### config.mk
export PLATFORM = sky130hd
export DESIGN_NAME = lookahead_iir
export DESIGN_NICKNAME = d
export VERILOG_FILES = /design/src/rtl/iir_pkg.sv /design/src/rtl/iir_sat.sv /design/src/rtl/iir_coef.sv /design/src/rtl/iir_feedfwd.sv /design/src/rtl/iir_loop.sv /design/src/rtl/lookahead_iir.sv
export SDC_FILE = /design/constraint.sdc
export NUM_CORES = 2
export LEC_CHECK = 0
export BUFFER_PORTS_ARGS = -buffer_cell sky130_fd_sc_hd__buf_4
export CORE_UTILIZATION = 50
export CTS_CLUSTER_DIAMETER = 40
export DETAILED_ROUTE_END_ITERATION = 10
export PLACE_DENSITY = 0.68
export SLEW_MARGIN = 10
export SYNTH_ARGS = -nofsm -noshare
export SYNTH_HDL_FRONTEND = slang
export SYNTH_SLANG_ARGS = --single-unit
### constraint.sdc
create_clock -name clk -period 6.3 [get_ports clk]
set_input_delay 0.63 -clock clk [delete_from_list [all_inputs] [get_ports clk]]
set_output_delay 0.63 -clock clk [all_outputs]
set_load 0.05 [all_outputs]
### src/rtl/iir_pkg.sv
package iir_pkg;
  // Order of the look-ahead: number of delays inside the feedback loop.
  localparam int LA = 3;
  // Sign bit plus one integer bit, so a coefficient of exactly 1.0 fits.
  localparam int COEF_INT_BITS = 2;
endpackage

### src/rtl/iir_sat.sv
module iir_sat #(
  parameter int IW = 16,
  parameter int OW = 8
) (
  input  logic signed [IW-1:0] din,
  output logic signed [OW-1:0] dout
);
  if (IW > OW) begin : g_clip
    logic [IW-OW:0] top_bits;
    logic           ovf;
    assign top_bits = din[IW-1:OW-1];
    assign ovf      = !((&top_bits) || !(|top_bits));
    assign dout     = ovf ? {din[IW-1], {(OW-1){~din[IW-1]}}} : din[OW-1:0];
  end else if (IW == OW) begin : g_pass
    assign dout = din;
  end else begin : g_ext
    assign dout = OW'(din);
  end
endmodule

### src/rtl/iir_coef.sv
module iir_coef import iir_pkg::*; #(
  parameter int CW = 16
) (
  input  logic                 clk,
  input  logic                 rst,
  input  logic                 load,
  input  logic signed [CW-1:0] coef_in,
  output logic signed [CW-1:0] tap_pow [1:LA-1],
  output logic signed [CW-1:0] loop_pow
);
  localparam int F  = CW - COEF_INT_BITS;
  localparam int PW = 2 * CW;

  logic signed [CW-1:0] pow_q [1:LA];
  logic signed [CW-1:0] pow_n [2:LA];

  // Each power is the previous one times a, rescaled and clamped.
  for (genvar k = 2; k <= LA; k++) begin : g_pow
    logic signed [PW-1:0] prod;
    logic signed [PW-1:0] prod_sh;
    assign prod    = pow_q[k-1] * pow_q[1];
    assign prod_sh = prod >>> F;
    iir_sat #(.IW(PW), .OW(CW)) u_clip (.din(prod_sh), .dout(pow_n[k]));
  end

  always_ff @(posedge clk) begin
    if (rst) begin
      for (int k = 1; k <= LA; k++) pow_q[k] <= '0;
    end else begin
      if (load) pow_q[1] <= coef_in;
      for (int k = 2; k <= LA; k++) pow_q[k] <= pow_n[k];
    end
  end

  always_comb begin
    for (int k = 1; k < LA; k++) tap_pow[k] = pow_q[k];
    loop_pow = pow_q[LA];
  end
endmodule

### src/rtl/iir_feedfwd.sv
module iir_feedfwd import iir_pkg::*; #(
  parameter int DW = 16,
  parameter int CW = 16,
  parameter int VW = 34
) (
  input  logic                 clk,
  input  logic                 rst,
  input  logic                 en,
  input  logic signed [DW-1:0] u_in,
  input  logic signed [CW-1:0] tap_pow [1:LA-1],
  output logic signed [VW-1:0] v_q
);
  localparam int F  = CW - COEF_INT_BITS;
  localparam int PW = DW + CW;

  logic signed [DW-1:0] dl   [1:LA-1];
  logic signed [PW-1:0] prod [1:LA-1];
  logic signed [DW-1:0] cur_q;
  logic signed [VW-1:0] v_n;

  // Stage 1: capture the sample and the scaled older samples.
  always_ff @(posedge clk) begin
    if (rst) begin
      for (int k = 1; k < LA; k++) begin
        dl[k]   <= '0;
        prod[k] <= '0;
      end
      cur_q <= '0;
      v_q   <= '0;
    end else if (en) begin
      dl[1] <= u_in;
      for (int k = 2; k < LA; k++) dl[k] <= dl[k-1];
      for (int k = 1; k < LA; k++) prod[k] <= tap_pow[k] * dl[k];
      cur_q <= u_in;
      v_q   <= v_n;
    end
  end

  // Stage 2: full-width sum of the numerator terms.
  always_comb begin
    v_n = VW'(cur_q);
    for (int k = 1; k < LA; k++) v_n = v_n + VW'(prod[k] >>> F);
  end
endmodule

### src/rtl/iir_loop.sv
module iir_loop import iir_pkg::*; #(
  parameter int YW = 20,
  parameter int CW = 16,
  parameter int VW = 34
) (
  input  logic                 clk,
  input  logic                 rst,
  input  logic                 en,
  input  logic signed [CW-1:0] loop_pow,
  input  logic signed [VW-1:0] v_in,
  output logic signed [YW-1:0] y_q
);
  localparam int F  = CW - COEF_INT_BITS;
  localparam int MW = YW + CW;
  localparam int SW = ((MW > VW) ? MW : VW) + 1;

  logic signed [MW-1:0] mul_q;
  logic signed [MW-1:0] scl_q;
  logic signed [SW-1:0] sum;
  logic signed [YW-1:0] y_n;

  assign sum = SW'(scl_q) + SW'(v_in);

  iir_sat #(.IW(SW), .OW(YW)) u_clip (.din(sum), .dout(y_n));

  // Three registers around the loop: multiply, rescale, add.
  always_ff @(posedge clk) begin
    if (rst) begin
      mul_q <= '0;
      scl_q <= '0;
      y_q   <= '0;
    end else if (en) begin
      mul_q <= loop_pow * y_q;
      scl_q <= mul_q >>> F;
      y_q   <= y_n;
    end
  end
endmodule

### src/rtl/lookahead_iir.sv
module lookahead_iir import iir_pkg::*; #(
  parameter int DW = 16,
  parameter int CW = 16,
  parameter int GW = 4
) (
  input  logic                 clk,
  input  logic                 rst,
  input  logic                 coef_load,
  input  logic signed [CW-1:0] coef_in,
  input  logic                 in_valid,
  input  logic signed [DW-1:0] in_sample,
  output logic                 out_valid,
  output logic signed [DW-1:0] out_sample
);
  localparam int YW = DW + GW;
  localparam int VW = DW + CW + $clog2(LA);
  localparam int FW = $clog2(LA + 1);

  logic signed [CW-1:0] tap_pow [1:LA-1];
  logic signed [CW-1:0] loop_pow;
  logic signed [CW-1:0] coef_a;
  logic signed [VW-1:0] v_sum;
  logic signed [YW-1:0] y_loop;
  logic signed [DW-1:0] y_clip;
  logic [FW-1:0]        fill_q;
  logic                 full;

  iir_coef #(.CW(CW)) u_coef (
    .clk(clk), .rst(rst), .load(coef_load), .coef_in(coef_in),
    .tap_pow(tap_pow), .loop_pow(loop_pow)
  );

  iir_feedfwd #(.DW(DW), .CW(CW), .VW(VW)) u_ff (
    .clk(clk), .rst(rst), .en(in_valid), .u_in(in_sample),
    .tap_pow(tap_pow), .v_q(v_sum)
  );

  iir_loop #(.YW(YW), .CW(CW), .VW(VW)) u_loop (
    .clk(clk), .rst(rst), .en(in_valid), .loop_pow(loop_pow),
    .v_in(v_sum), .y_q(y_loop)
  );

  iir_sat #(.IW(YW), .OW(DW)) u_out_clip (.din(y_loop), .dout(y_clip));

  assign coef_a = tap_pow[1];
  assign full   = (fill_q == FW'(LA));

  always_ff @(posedge clk) begin
    if (rst) begin
      fill_q     <= '0;
      out_valid  <= 1'b0;
      out_sample <= '0;
    end else begin
      out_valid <= in_valid && full;
      if (in_valid) begin
        out_sample <= y_clip;
        if (!full) fill_q <= fill_q + FW'(1);
      end
    end
  end
endmodule

Word level (Yosys, flattened, before mapping)
Memories as Yosys holds them, arrays and structs flattened.
Index checks and enable logic that the tools add are counted.
- RAM bits: 144
- flip-flop bits (word level): 147
- logic and storage cells: 71
- memories kept: 3
- output and inout bits: 17
- memory list (name ; words ; bits a word ; rd ports ; clocked after Yosys merged registers in ; wr ports ; RTL line ; text):
    u_ff.prod ; 2 ; 32 ; 2 ; 0 ; 2 ; iir_feedfwd.sv:17 ; logic signed [PW-1:0] prod [1:LA-1];
    u_coef.pow_q ; 3 ; 16 ; 3 ; 0 ; 3 ; iir_coef.sv:14 ; logic signed [CW-1:0] pow_q [1:LA];
    u_ff.dl ; 2 ; 16 ; 2 ; 0 ; 2 ; iir_feedfwd.sv:16 ; logic signed [DW-1:0] dl [1:LA-1];
- reduce and logical (&&, ||, !) cells: 18
- bitwise gates (word level): 12
- multiply operators: 5
- multiplexer cells: 20
- equality and inequality tests: 1
- $add $sub $neg: 4
- operators with widths (operator ; count):
    16-bit by 16-bit multiplier with 32-bit output ; 4
    16-bit two-way mux ; 8
    32-bit two-way mux ; 2
    16-bit by 20-bit multiplier with 36-bit output ; 1
    22-bit by 34-bit adder with 35-bit output ; 1
    19-bit by 18-bit adder with 20-bit output ; 1
    20-bit two-way mux ; 1
    16-bit by 18-bit adder with 19-bit output ; 1
    18-bit AND reduction ; 1
    18-bit OR reduction ; 1
    1-bit two-way mux ; 9
    1-bit bitwise OR ; 7
    3-bit AND reduction ; 2
    3-bit OR reduction ; 2
    1-bit NOT ; 5
    5-bit AND reduction ; 1
    5-bit OR reduction ; 1
    1-bit logical NOT ; 4
    1-bit logical OR ; 4
    2-bit by 1-bit adder with 2-bit output, second input constant ; 1
    2-bit == test, second input constant ; 1
    2-bit AND reduction ; 1
    1-bit logical AND ; 1

Depth between registers and ports, before layout
- depth in word-level cells: 6
- depth in mapped cells: 27

Cells and area by module
A second synthesis with hierarchy kept.
- cells, all modules: 6485
- area total of the unflattened synthesis: 60586.9 sq um
- by module, submodules not included (module ; sequential area each (sq um) ; cells each ; times used ; area each (sq um)):
    iir_feedfwd ; 2762.6 ; 2416 ; 1 ; 23573.9
    iir_coef ; 1121.1 ; 2104 ; 1 ; 19617.6
    iir_loop ; 1281.2 ; 1736 ; 1 ; 15428.5
    lookahead_iir ; 380.4 ; 65 ; 1 ; 718.2
    iir_sat (u_coef.g_pow[2].u_clip ...) ; 0.0 ; 33 ; 2 ; 244.0
    iir_sat (u_out_clip) ; 0.0 ; 60 ; 1 ; 470.5
    iir_sat (u_loop.u_clip) ; 0.0 ; 38 ; 1 ; 290.3

Worst setup path after synthesis
Ideal clock, no wire load.
- path kind: reg2reg
- start: register, netlist name u_coef.pow_q[0][17]
- end: register, netlist name u_coef.pow_q[0][55]
- setup slack: -0.520 ns
- stages on the path, launching flop included: 25
- setup time: 0.134 ns
- data arrival time: 6.686 ns
- cell sequence: edfxtp_1 > clkbuf_1 > nand2_1 > inv_1 > fa_1 > inv_1 > fa_1 > inv_1 > fa_1 > fa_1 > fa_1 > inv_1 > fa_1 > inv_1 > ha_1 > and4_1 > a221oi_1 > o21ai_0 > o21ai_1 > a211oi_2 > a311o_1 > xnor2_1 > o21bai_1 > clkbuf_1 > o21ai_0

==> impl_metrics.env <==
export IMPL_status="complete, but fails checks"
export IMPL_violations="negative setup slack"
export IMPL_rsz0062_at_grt="yes"
export IMPL_syn_area_um2=58050
export IMPL_clock_sinks=235
export IMPL_first_global_vias=46245
export IMPL_fin_skew_ps=51.47
export IMPL_fmax_mhz=149.8
export IMPL_ant_nets=0
export IMPL_path_cells="buf_6, buf_6, nand2_4, fa_1, inv_1, fa_1, fa_1, fa_1, inv_2, fa_1, inv_1, fa_1, ha_2, or4_4, or3_4, a31oi_4, a211oi_4, a41o_1, o311ai_2, nand4b_1, a21oi_2, xnor2_1, nor2_1"
export IMPL_worstPathMaxFanout=3
export IMPL_io_buffers=52
export IMPL_totalWireLength_um=147300
export IMPL_synth_most_common_cell="inv_1"
export IMPL_synth_seq_area_share_pct=9.552
export IMPL_numPlacedInstances=8041
export IMPL_drive_gt1_share_pct=15.66
export IMPL_overflow=0
export IMPL_synthCells=6197
export IMPL_path_delay_family="adder cells"
export IMPL_final_setup_viol_count=44
export IMPL_cts_root_buffer="clkbuf_16"
export IMPL_finalCriticalPeriod_ps=6677
export IMPL_grt_pass1_wl_um=244100
export IMPL_ys_async_sr_fraction_pct=0
export IMPL_grt_total_usage_pct=26.31
export IMPL_worstSetupStartpoint="u_ff.dl[1][1]"
export IMPL_avgSynthCellArea_um2=9.368
export IMPL_yosys_cell_types_count=84
export IMPL_rrSetupSlack_ps=-380
export IMPL_ys_seq_elements=235
export IMPL_post_drt_via_cell_ratio=5.126
export IMPL_die_area_um2=117500
export IMPL_hold_violations=0
export IMPL_avgRoutedWirePerCell_um=17.97
export IMPL_synth_compound_area_share_pct=5.112
export IMPL_worstReg2RegEnd="u_ff.prod[1][31]"
export IMPL_synthXorXnorAreaFrac_pct=2.362
export IMPL_wl_met3_um=7280
export IMPL_arrival_ps=6990
export IMPL_start_util_pct=50.63
export IMPL_num_rows=124
export IMPL_finalCritPeriodShare_pct=106.0
export IMPL_postCtsHoldBufs=0
export IMPL_htree_levels=2
export IMPL_synth_fa_ha_area_share_pct=56.48
export IMPL_antenna_found_initial=1
export IMPL_yosysWarnings=0
export IMPL_yosys_top_cells_count="inv_1, fa_1, nand2_1"
export IMPL_vias=42015
export IMPL_r2r_start="u_ff.dl[1][1]"
export IMPL_setup_slack_ps=-377.4
export IMPL_tightest_slew_ps=1191
export IMPL_yosys_top_cells_area="fa_1, inv_1, ha_1, and2_1, dfxtp_1"
export IMPL_maxSlewViolCount=0
export IMPL_crit_path_end="u_ff.prod[1][31]"
export IMPL_wl_met1_um=61150
export IMPL_drv_cap=0
export IMPL_cts_tree="done"
export IMPL_worstPathBufferInverterCount=5
export IMPL_placed_cell_area_um2=63950
export IMPL_clockBufferDepth=3
export IMPL_crit_path_frequent_cell="fa_1"
export IMPL_r2r_worst_path_cells=23
export IMPL_synthSimpleGateAreaFrac_pct=13.91
export IMPL_maxSlewHeadroom_pct=20.30
export IMPL_fp_dieW_um=342.7
export IMPL_fin_nets=8494
export IMPL_clock_latency_ps=610
export IMPL_die_y_um=342.7
export IMPL_post_synth_top_area_cell="fa_1"
export IMPL_routed_top_layer="met5"
export IMPL_io_pins=53
export IMPL_grt_max_degree=72
export IMPL_cts_buffers=42
export IMPL_drt_pass1_iterations=5
export IMPL_path_class="flop to flop"
export IMPL_startpoint_type="flop"
export IMPL_dp_hpwl_um=122500
export IMPL_drc=0
export IMPL_dr_first_iter_drc_count=2377
export IMPL_synth_edf_count=84
export IMPL_clk_pin_slew_worst_paths_ps=60
export IMPL_required_ps=6610
export IMPL_syn2layout_area_growth_pct=16.56
export IMPL_synth_top_family_by_area="adder cells"
export IMPL_muxShareOfSynthArea_pct=0.6595
export IMPL_critPathMaxStageDelay_ps=570
export IMPL_crit_cells=23
export IMPL_gp_congestion=0.9049
export IMPL_yosys_area_top_type_share_pct=46.69
export IMPL_fin_cells=8196
export IMPL_ys_flop_type="dfxtp_1"
export IMPL_cp_end_kind="flop"
export IMPL_finalInstanceArea_um2=67670
export IMPL_slowest_stage="fa_1"
export IMPL_antenna_cells=0
export IMPL_dr_wl_met2_um=72990
export IMPL_hp_class="input port to flop"
export IMPL_core_um2=114700
export IMPL_syn_nets=8041
## final cells by class
type	count	area (um^2)
multi-input combinational	4126	46860
clock buffer	49	1150
clock inverter	29	342.8
timing repair buffer	672	5929
fill	9567	46990
sequential	235	5579
tap	1512	1892
inverter	1573	5918
## layer usage
layer	GRT usage, %	up-vias
li1	-	19145
met1	34.53	21503
met5	0	-
met2	45.42	1082
met3	2.621	283
met4	9.142	2
## how the worst min path moves through the flow
stage / cells past startpoint / to / startpoint
2_1_floorplan: 2 / u_loop.mul_q[16] / u_loop.mul_q[16]
3_3_place_gp: 2 / out_sample[10] / out_sample[10]
3_5_place_dp: 2 / out_sample[0] / out_sample[0]
4_1_cts: 2 / u_coef.pow_q[0][16] / coef_in[0]
5_1_grt: 2 / u_coef.pow_q[0][16] / coef_in[0]
6_report: 2 / u_coef.pow_q[0][16] / coef_in[0]
## through the flow
| stage | util [%] | setup WS, ps | setup TNS [ps] | hold WS, ps |
|---|---|---|---|---|
| floorplan | - | 0.7052 | 0 | 424.8 |
| global placement | 55.78 | -541.4 | -10260 | 428.1 |
| detailed placement | 55.78 | -667.6 | -16470 | 433.4 |
| CTS | 58.15 | -251.3 | -4321 | 296.4 |
| global route | 59.02 | -513.7 | -17250 | 322.7 |
| finish | 59.02 | -377.4 | -7100 | 323.5 |
## sequential cells by signal, summed over array words and instances, names as in the netlist
register      flops
fill_q            2
out_sample       16
out_valid         1
u_coef.pow_q     48
u_ff.cur_q       16
u_ff.dl          32
u_ff.prod        36
u_ff.v_q         20
u_loop.mul_q     22
u_loop.scl_q     22
u_loop.y_q       20
## timing repair
action                                  in CTS  in global routing
setup buffers                               54                 30
gates resized for setup                    172                238
pin swaps                                   57                126
endpoints found under the setup margin      63                 78
gates cloned                                 5                  1
## logic make-up after synthesis
family          after synthesis
simple gates               1682
mux                          38
buf+inv                    1838
compound gates              441
flops                       235
fa+ha+maj                  1808
xor+xnor                    155
## cell usage in the layout, fill, tap and decap left out, types with 12 or more instances in the layout
| cell type | count |
|---|---|
| a21o_1 | 63 |
| a21oi_1 | 59 |
| a21oi_2 | 27 |
| a221o_1 | 19 |
| and2_1 | 504 |
| and2_4 | 12 |
| buf_12 | 40 |
| buf_4 | 559 |
| buf_6 | 61 |
| clkbuf_16 | 45 |
| dfxtp_1 | 130 |
| dfxtp_2 | 18 |
| edfxtp_1 | 84 |
| fa_1 | 1331 |
| fa_2 | 23 |
| ha_1 | 430 |
| ha_4 | 20 |
| inv_1 | 1532 |
| inv_2 | 35 |
| mux2i_1 | 36 |
| nand2_1 | 721 |
| nand2_2 | 18 |
| nand2b_1 | 44 |
| nand3_1 | 21 |
| nand4_1 | 18 |
| nor2_1 | 212 |
| nor2b_1 | 13 |
| nor3_1 | 32 |
| o21a_1 | 26 |
| o21ai_0 | 71 |
| o21ai_1 | 18 |
| o21ai_2 | 20 |
| o21bai_1 | 13 |
| xnor2_1 | 107 |
| xor2_1 | 37 |
Power is left out: the tool's default activity adds up to more than one toggle a clock period on the data nets, which glitch-free logic cannot reach.
